File: src/rtl/lcd_seq_pkg.sv
package lcd_seq_pkg;

  typedef enum logic [2:0] {
    PH_IDLE,
    PH_PWRUP,
    PH_DISPON,
    PH_DISPOFF,
    PH_PWRDN,
    PH_STANDBY
  } phase_e;

  typedef enum logic [1:0] {
    OP_WRITE,
    OP_WAIT,
    OP_DONE
  } op_e;

  typedef enum logic [1:0] {
    MG_NONE,
    MG_CONTRAST,
    MG_POLARITY
  } merge_e;

  typedef enum logic [1:0] {
    WT_OSC,
    WT_STEP,
    WT_SETTLE,
    WT_FRAME
  } wsel_e;

  typedef struct packed {
    op_e         op;
    logic [7:0]  regidx;
    logic [15:0] base;
    merge_e      mg;
    wsel_e       ws;
  } step_t;

  localparam int STEP_IDX_W = 5;
  localparam int LEVEL_W    = 5;

  function automatic step_t st_wr(logic [7:0] r, logic [15:0] v, merge_e m);
    step_t s;
    s.op     = OP_WRITE;
    s.regidx = r;
    s.base   = v;
    s.mg     = m;
    s.ws     = WT_OSC;
    return s;
  endfunction

  function automatic step_t st_wait(wsel_e w);
    step_t s;
    s.op     = OP_WAIT;
    s.regidx = 8'h00;
    s.base   = 16'h0000;
    s.mg     = MG_NONE;
    s.ws     = w;
    return s;
  endfunction

  function automatic step_t st_done();
    step_t s;
    s.op     = OP_DONE;
    s.regidx = 8'h00;
    s.base   = 16'h0000;
    s.mg     = MG_NONE;
    s.ws     = WT_OSC;
    return s;
  endfunction

endpackage

File: src/rtl/lcd_contrast_clamp.sv
module lcd_contrast_clamp
  import lcd_seq_pkg::*;
#(
  parameter int CON_W = 8
) (
  input  logic signed [CON_W-1:0] raw,
  output logic [LEVEL_W-1:0]      level
);

  int v;

  always_comb begin
    v = int'(raw);
    if (v < 1) begin
      level = '0;
    end else if (v <= 15) begin
      level = LEVEL_W'(v - 1);
    end else if (v > 30) begin
      level = LEVEL_W'(30);
    end else begin
      level = LEVEL_W'(v);
    end
  end

endmodule

File: src/rtl/lcd_wait_timer.sv
module lcd_wait_timer #(
  parameter int TW = 8
) (
  input  logic          clk,
  input  logic          rst_n,
  input  logic          run,
  input  logic [TW-1:0] limit,
  output logic          done
);

  logic [TW-1:0] cnt_q, cnt_d;
  logic          cnt_en;

  always_comb begin
    done   = run && (cnt_q == (limit - TW'(1)));
    cnt_d  = (run && !done) ? cnt_q + TW'(1) : '0;
    cnt_en = run || (cnt_q != '0);
  end

  always_ff @(posedge clk or negedge rst_n) begin
    if (!rst_n) begin
      cnt_q <= '0;
    end else if (cnt_en) begin
      cnt_q <= cnt_d;
    end
  end

endmodule

File: src/rtl/lcd_step_rom.sv
module lcd_step_rom
  import lcd_seq_pkg::*;
(
  input  phase_e                phase,
  input  logic [STEP_IDX_W-1:0] idx,
  output step_t                 step
);

  always_comb begin
    step = st_done();
    unique case (phase)
      PH_PWRUP: begin
        case (idx)
          5'd0:  step = st_wr(8'h03, 16'h0000, MG_NONE);
          5'd1:  step = st_wr(8'h00, 16'h0001, MG_NONE);
          5'd2:  step = st_wait(WT_OSC);
          5'd3:  step = st_wr(8'h0C, 16'h0001, MG_NONE);
          5'd4:  step = st_wr(8'h0D, 16'h0401, MG_NONE);
          5'd5:  step = st_wr(8'h04, 16'h8000, MG_NONE);
          5'd6:  step = st_wr(8'h0E, 16'h0018, MG_CONTRAST);
          5'd7:  step = st_wr(8'h03, 16'h002C, MG_NONE);
          5'd8:  step = st_wr(8'h0E, 16'h2018, MG_CONTRAST);
          5'd9:  step = st_wait(WT_STEP);
          5'd10: step = st_wr(8'h0D, 16'h0411, MG_NONE);
          5'd11: step = st_wait(WT_STEP);
          5'd12: step = st_wr(8'h01, 16'h0313, MG_NONE);
          5'd13: step = st_wr(8'h02, 16'h0700, MG_NONE);
          5'd14: step = st_wr(8'h05, 16'h1038, MG_NONE);
          5'd15: step = st_wr(8'h06, 16'h0000, MG_NONE);
          5'd16: step = st_wr(8'h0B, 16'h4000, MG_NONE);
          5'd17: step = st_wr(8'h0F, 16'h0002, MG_NONE);
          5'd18: step = st_wr(8'h16, 16'h7F00, MG_NONE);
          5'd19: step = st_wr(8'h30, 16'h0003, MG_NONE);
          5'd20: step = st_wr(8'h31, 16'h0400, MG_NONE);
          5'd21: step = st_wr(8'h3A, 16'h1409, MG_NONE);
          5'd22: step = st_wr(8'h3B, 16'h0602, MG_NONE);
          5'd23: step = st_wait(WT_SETTLE);
          default: step = st_done();
        endcase
      end
      PH_DISPON: begin
        case (idx)
          5'd0: step = st_wr(8'h07, 16'h0001, MG_NONE);
          5'd1: step = st_wait(WT_FRAME);
          5'd2: step = st_wr(8'h07, 16'h0021, MG_POLARITY);
          5'd3: step = st_wr(8'h07, 16'h0023, MG_POLARITY);
          5'd4: step = st_wait(WT_FRAME);
          5'd5: step = st_wr(8'h07, 16'h0033, MG_POLARITY);
          default: step = st_done();
        endcase
      end
      PH_DISPOFF: begin
        case (idx)
          5'd0: step = st_wr(8'h07, 16'h0032, MG_POLARITY);
          5'd1: step = st_wait(WT_FRAME);
          5'd2: step = st_wr(8'h07, 16'h0022, MG_POLARITY);
          5'd3: step = st_wait(WT_FRAME);
          5'd4: step = st_wr(8'h07, 16'h0000, MG_NONE);
          default: step = st_done();
        endcase
      end
      PH_PWRDN: begin
        case (idx)
          5'd0: step = st_wr(8'h03, 16'h062C, MG_NONE);
          5'd1: step = st_wr(8'h0D, 16'h0401, MG_NONE);
          5'd2: step = st_wr(8'h0E, 16'h0018, MG_CONTRAST);
          5'd3: step = st_wait(WT_SETTLE);
          5'd4: step = st_wr(8'h03, 16'h0000, MG_NONE);
          default: step = st_done();
        endcase
      end
      PH_STANDBY: begin
        case (idx)
          5'd0: step = st_wr(8'h03, 16'h0001, MG_NONE);
          default: step = st_done();
        endcase
      end
      default: step = st_done();
    endcase
  end

endmodule

File: src/rtl/lcd_pwr_seq.sv
module lcd_pwr_seq
  import lcd_seq_pkg::*;
#(
  parameter int CON_W          = 8,
  parameter int T_OSC_TICKS    = 500000,
  parameter int T_STEP_TICKS   = 2000000,
  parameter int T_SETTLE_TICKS = 5000000,
  parameter int T_FRAME_TICKS  = 2000000
) (
  input  logic             clk,
  input  logic             rst_n,
  input  logic             req_on,
  input  logic             req_off,
  input  logic             req_sleep,
  input  logic [CON_W-1:0] contrast,
  input  logic             invert,
  output logic             wr_valid,
  input  logic             wr_ready,
  output logic [7:0]       wr_reg,
  output logic [15:0]      wr_data,
  output logic             busy,
  output logic             power_on,
  output logic             display_on
);

  localparam int T_MAX_A = (T_OSC_TICKS > T_STEP_TICKS) ? T_OSC_TICKS : T_STEP_TICKS;
  localparam int T_MAX_B = (T_SETTLE_TICKS > T_FRAME_TICKS) ? T_SETTLE_TICKS : T_FRAME_TICKS;
  localparam int T_MAX   = (T_MAX_A > T_MAX_B) ? T_MAX_A : T_MAX_B;
  localparam int TW      = $clog2(T_MAX + 1);

  phase_e                phase_q, phase_d;
  logic [STEP_IDX_W-1:0] idx_q, idx_d;
  logic                  chain_q, chain_d;
  logic [LEVEL_W-1:0]    lvl_q;
  logic                  inv_q;
  logic                  pwr_q, pwr_d;
  logic                  disp_q, disp_d;
  logic                  cap_en;
  logic                  seq_en;

  logic [LEVEL_W-1:0]    lvl_now;
  step_t                 step;
  logic                  wait_run, wait_done;
  logic [TW-1:0]         wait_limit;
  logic [15:0]           merge_val;

  lcd_contrast_clamp #(.CON_W(CON_W)) i_clamp (
    .raw   ($signed(contrast)),
    .level (lvl_now)
  );

  lcd_step_rom i_rom (
    .phase (phase_q),
    .idx   (idx_q),
    .step  (step)
  );

  lcd_wait_timer #(.TW(TW)) i_timer (
    .clk   (clk),
    .rst_n (rst_n),
    .run   (wait_run),
    .limit (wait_limit),
    .done  (wait_done)
  );

  always_comb begin
    wait_run = (phase_q != PH_IDLE) && (step.op == OP_WAIT);
    unique case (step.ws)
      WT_OSC:    wait_limit = TW'(T_OSC_TICKS);
      WT_STEP:   wait_limit = TW'(T_STEP_TICKS);
      WT_SETTLE: wait_limit = TW'(T_SETTLE_TICKS);
      default:   wait_limit = TW'(T_FRAME_TICKS);
    endcase
  end

  always_comb begin
    unique case (step.mg)
      MG_CONTRAST: merge_val = {3'b000, lvl_q, 8'h00};
      MG_POLARITY: merge_val = inv_q ? 16'h0000 : 16'h0004;
      default:     merge_val = 16'h0000;
    endcase
    busy     = (phase_q != PH_IDLE);
    wr_valid = busy && (step.op == OP_WRITE);
    wr_reg   = step.regidx;
    wr_data  = step.base | merge_val;
    power_on   = pwr_q;
    display_on = disp_q;
  end

  always_comb begin
    phase_d = phase_q;
    idx_d   = idx_q;
    chain_d = chain_q;
    pwr_d   = pwr_q;
    disp_d  = disp_q;
    cap_en  = 1'b0;
    if (phase_q == PH_IDLE) begin
      idx_d = '0;
      if (req_sleep) begin
        cap_en  = 1'b1;
        chain_d = 1'b1;
        if (disp_q) begin
          phase_d = PH_DISPOFF;
          disp_d  = 1'b0;
        end else if (pwr_q) begin
          phase_d = PH_PWRDN;
        end else begin
          phase_d = PH_STANDBY;
        end
      end else if (req_off && disp_q) begin
        cap_en  = 1'b1;
        chain_d = 1'b0;
        phase_d = PH_DISPOFF;
        disp_d  = 1'b0;
      end else if (req_on && !disp_q) begin
        cap_en  = 1'b1;
        chain_d = 1'b0;
        phase_d = pwr_q ? PH_DISPON : PH_PWRUP;
      end
    end else begin
      unique case (step.op)
        OP_WRITE: if (wr_ready)  idx_d = STEP_IDX_W'(idx_q + 1'b1);
        OP_WAIT:  if (wait_done) idx_d = STEP_IDX_W'(idx_q + 1'b1);
        default: begin
          idx_d = '0;
          unique case (phase_q)
            PH_PWRUP: begin
              pwr_d   = 1'b1;
              phase_d = PH_DISPON;
            end
            PH_DISPON: begin
              disp_d  = 1'b1;
              phase_d = PH_IDLE;
            end
            PH_DISPOFF: phase_d = (chain_q && pwr_q) ? PH_PWRDN :
                                  (chain_q ? PH_STANDBY : PH_IDLE);
            PH_PWRDN: begin
              pwr_d   = 1'b0;
              phase_d = PH_STANDBY;
            end
            default: phase_d = PH_IDLE;
          endcase
        end
      endcase
    end
    seq_en = (phase_d != phase_q) || (idx_d != idx_q) ||
             (pwr_d != pwr_q) || (disp_d != disp_q) || (chain_d != chain_q);
  end

  always_ff @(posedge clk or negedge rst_n) begin
    if (!rst_n) begin
      phase_q <= PH_IDLE;
      idx_q   <= '0;
      chain_q <= 1'b0;
      pwr_q   <= 1'b0;
      disp_q  <= 1'b0;
    end else if (seq_en) begin
      phase_q <= phase_d;
      idx_q   <= idx_d;
      chain_q <= chain_d;
      pwr_q   <= pwr_d;
      disp_q  <= disp_d;
    end
  end

  always_ff @(posedge clk or negedge rst_n) begin
    if (!rst_n) begin
      lvl_q <= '0;
      inv_q <= 1'b0;
    end else if (cap_en) begin
      lvl_q <= lvl_now;
      inv_q <= invert;
    end
  end

endmodule

File: config.mk
export PLATFORM = sky130hd
export DESIGN_NAME = lcd_pwr_seq
export DESIGN_NICKNAME = d
export VERILOG_FILES = /design/src/rtl/lcd_seq_pkg.sv /design/src/rtl/lcd_contrast_clamp.sv /design/src/rtl/lcd_wait_timer.sv /design/src/rtl/lcd_step_rom.sv /design/src/rtl/lcd_pwr_seq.sv
export SDC_FILE = /design/constraint.sdc
export NUM_CORES = 1
export LEC_CHECK = 0
export BUFFER_PORTS_ARGS = -buffer_cell sky130_fd_sc_hd__buf_2
export CORE_MARGIN = 1
export CORE_UTILIZATION = 55
export DETAILED_ROUTE_END_ITERATION = 10
export PLACE_DENSITY = 0.84
export SETUP_SLACK_MARGIN = 0.02
export SYNTH_ARGS = -nofsm -noshare
export SYNTH_HDL_FRONTEND = slang
export SYNTH_HIERARCHICAL = 1
export SYNTH_SLANG_ARGS = --single-unit
export TNS_END_PERCENT = 100
File: constraint.sdc
create_clock -name clk -period 4.93 [get_ports clk]
set_input_delay 0.2465 -clock clk [delete_from_list [all_inputs] [get_ports clk]]
set_output_delay 0.2465 -clock clk [all_outputs]
set_load 0.1 [all_outputs]
==> flow_metrics.py <==
metrics = {
    "synthesis": {
        "synth-seq-cells": 40,
        "syn_avg_cell_area_um2": 7.914,
        "netlist_top_cells_area": "dfrtp_1 (21%), xor2_1 (4.5%), a21oi_1 (4.3%)",
        "synth-xor-area-share_pct": 8.614,
        "syn-cell-area_um2": 4677,
        "yosysUniqueCellTypes": 87,
        "yosysMostFrequentCell": "nand2_1",
        "synthMuxAreaShare_pct": 5.083,
        "async_reset_ff_share_pct": 100.0,
        "synth_simple_gate_area_share_pct": 30.10,
        "synth_edf_count": 0,
        "synth.cells.most_frequent": "nand2_1 (52), nor2_1 (46), a21oi_1 (40), dfrtp_1 (40), inv_1 (27)",
        "synth_top_family_by_area": "simple AND/OR/NAND/NOR gates",
        "synthAdderAreaFrac_pct": 3.478,
        "synth_compound_area_share_pct": 23.52,
        "synth_cells": 591,
        "yosys.area.top_type": "dfrtp_1",
        "synth_ff_type": "dfrtp_1",
        "synth_top_area_share_pct": 21.40,
        "yosys_warnings": 6,
        "ys_seq_area_share_pct": 21.40,
    },
    "sta": {
        "max_freq_mhz": 217.3,
        "skew_ns": 0.005962,
        "post-route-period-util_pct": 93.35,
        "finalCriticalPeriod_ns": 4.602,
        "finalHoldViolations": 0,
        "maxSlewHeadroom_pct": 37.85,
        "drv_slew": 0,
        "rsz0062_at_grt": "false",
        "finalSetupTns_ns": 0,
        "setup-violations-final": 0,
        "tightestPinTransition_ns": 0.9322,
    },
    "clocking": {
        "cts-hold-fix-buffers": 0,
        "cts_root_buf": "clkbuf_8",
        "cts_sinks": 40,
        "cts.clk_slew.worst_paths_ns": 0.09,
        "worstSkewPairLatency_ns": 0.29,
        "numCtsBuffers": 5,
        "clockBufferDepth": 2,
        "postCtsSetupRepairBufs": 0,
        "htree_levels": 2,
        "cts_tree": "built",
    },
    "die": {
        "chipHeight_um": 94.22,
        "core_um2": 8217,
        "die_area_um2": 8876,
        "io_pins": 43,
        "initial_core_util_pct": 56.92,
        "dieWidth_um": 94.22,
        "row_count": 33,
    },
    "routing": {
        "post_drt_wl_per_cell_um": 16.54,
        "drc": 0,
        "dr_total_vias": 4642,
        "finalWirelength_um": 12440,
        "viasPerCell": 6.173,
        "postRouteAntennaNets": 0,
        "drtPass1Iterations": 5,
        "drt_iter0_markers": 325,
    },
    "placed_design": {
        "gp_congestion": 0.9605,
        "dp_hpwl_um": 8925,
        "io_buffers": 38,
    },
    "worst_setup_path": {
        "r2r-end": "idx_q[2]",
        "end_kind": "flop",
        "startpoint": "idx_q[1]",
        "reg2reg_from": "idx_q[1]",
        "crit_arrival_ns": 4.81,
        "critPathLaunchType": "flop",
        "critical_path_required_ns": 5.14,
        "reg2reg_slack_ns": 0.33,
        "worstPathMaxFanout": 8,
        "criticalPathCategory": "reg2reg",
        "reg2reg_depth": 17,
        "critPathCapture": "idx_q[2]",
    },
    "outcome": {
        "outcome": "finished clean",
    },
    "cells_and_area": {
        "syn_to_final_growth_pct": 10.59,
        "layout-drive-gt1-share_pct": 17.00,
        "nNetsFinal": 674,
        "num_antenna_cells": 0,
    },
    "grt": {
        "grt_usage_pct": 28.64,
        "grt_overflow": 0,
        "antenna_found_initial": 0,
        "grt_pass1_wl_um": 20270,
        "grt_max_degree": 43,
        "grt_pass1_vias": 4255,
    },
    "run": {
        "maxCapViolCount": 0,
    },
    "pwr": {
        "vdd_drop_max_mv": 0.5093,
        "finalPower_mw": 2.907,
        "leakagePower_nw": 2.267,
        "power_density_nw_per_um2": 562.0,
    },
    "worst_hold_path": {
        "worst_hold_path_type": "in2async",
    },
}
-- logic make-up (layout without fill, tap and decap cells) --
group | Yosys count | count (layout)
AOI/OAI and AO/OA | 155 | 155
xor gates and xnor gates | 46 | 46
adders and majority gates | 13 | 13
buffers and inverters | 69 | 92
DFF | 40 | 40
muxes | 22 | 22
other | 3 | 36
and+or+nand+nor | 243 | 243
-- cell type report --
type / count / area [µm²]
clock buffer: 5 / 68.82
clock inverter: 3 / 90.09
fill: 742 / 3044
inverter: 27 / 101.3
multi-input combinational: 515 / 3446
sequential: 40 / 1002
tap: 105 / 131.4
timing repair buffer: 57 / 332.8
-- state kept, by name (all words and copies together), names as in the netlist --
register,flops
idx_q,5
display_on,1
phase_q,3
inv_q,1
lvl_q,5
power_on,1
chain_q,1
i_timer/cnt_q,23
-- through the flow --
step	setup slack, ns	hold slack (ns)	utilization, %	instance area [µm²]	instances
floorplan	0.02403	-0.04909	-	4801	624
global placement	0.5644	0.4251	61.00	5012	744
detailed placement	0.3670	0.4372	61.00	5012	744
CTS	0.3116	0.1157	62.94	5171	752
global route	0.1084	0.1553	62.95	5172	752
finish	0.3278	0.09352	62.95	5172	752
-- per-layer routing --
metal	track usage, %	share of wire (%)	vias up
li1	-	-	2226
met1	37.81	44	2177
met2	47.34	48	219
met3	3.964	6.8	20
met4	10.26	1.3	0
met5	0	0	-
-- worst max-delay path, cell delays in order, from the launching register on --
cell and delay, ns:
dfrtp_1 0.46, inv_1 0.18, ha_1 0.22, nor2_1 0.07, o32a_1 0.32, o22ai_1 0.23, or2_2 0.24, inv_1 0.13
or4_1 0.65, nor4_2 0.33, mux2i_1 0.25, o22ai_1 0.16, nor2_1 0.13, buf_4 0.15, and4_1 0.22, mux2i_2 0.14
or3_2 0.44, a21oi_1 0.21
-- power breakdown --
| group | switching (mW) | internal [mW] | total [mW] |
|---|---|---|---|
| clock | 0.127 | 0.253 | 0.380 |
| combinational | 1.47 | 0.567 | 2.04 |
| sequential | 0.0991 | 0.392 | 0.491 |
-- cell usage in the layout, fill, tap and decap left out, types with 6 or more instances in the layout --
cell type and instances:
dfrtp_1 39, xor2_1 24, nand2b_1 12, nor2_1 46
nand3_1 20, ha_1 13, nor4_1 10, mux2_2 7
nand2_1 52, o21ai_0 26, a31oi_1 11, inv_1 27
buf_2 38, nor3_1 20, nand4_1 6, a21oi_1 40
buf_4 19, o22ai_1 6, conb_1 36, xnor2_1 22
nor2b_1 15, a21o_1 9, mux2i_1 13
-- worst min-delay path by stage --
stage / end / slack, ns
finish: lvl_q[0] / 0.09
global route: i_timer/cnt_q[16] / 0.16
global placement: lvl_q[3] / 0.43
CTS: i_timer/cnt_q[12] / 0.12
detailed placement: lvl_q[2] / 0.44
floorplan: chain_q / -0.05
-- timing repair --
| item | 4_1_cts | 5_1_grt |
|---|---|---|
| endpoints found under the hold margin | 0 | 0 |
| gates resized for setup | 0 | 1 |
| setup endpoints to repair | 0 | 3 |
Power figures use the tool's default switching activity.
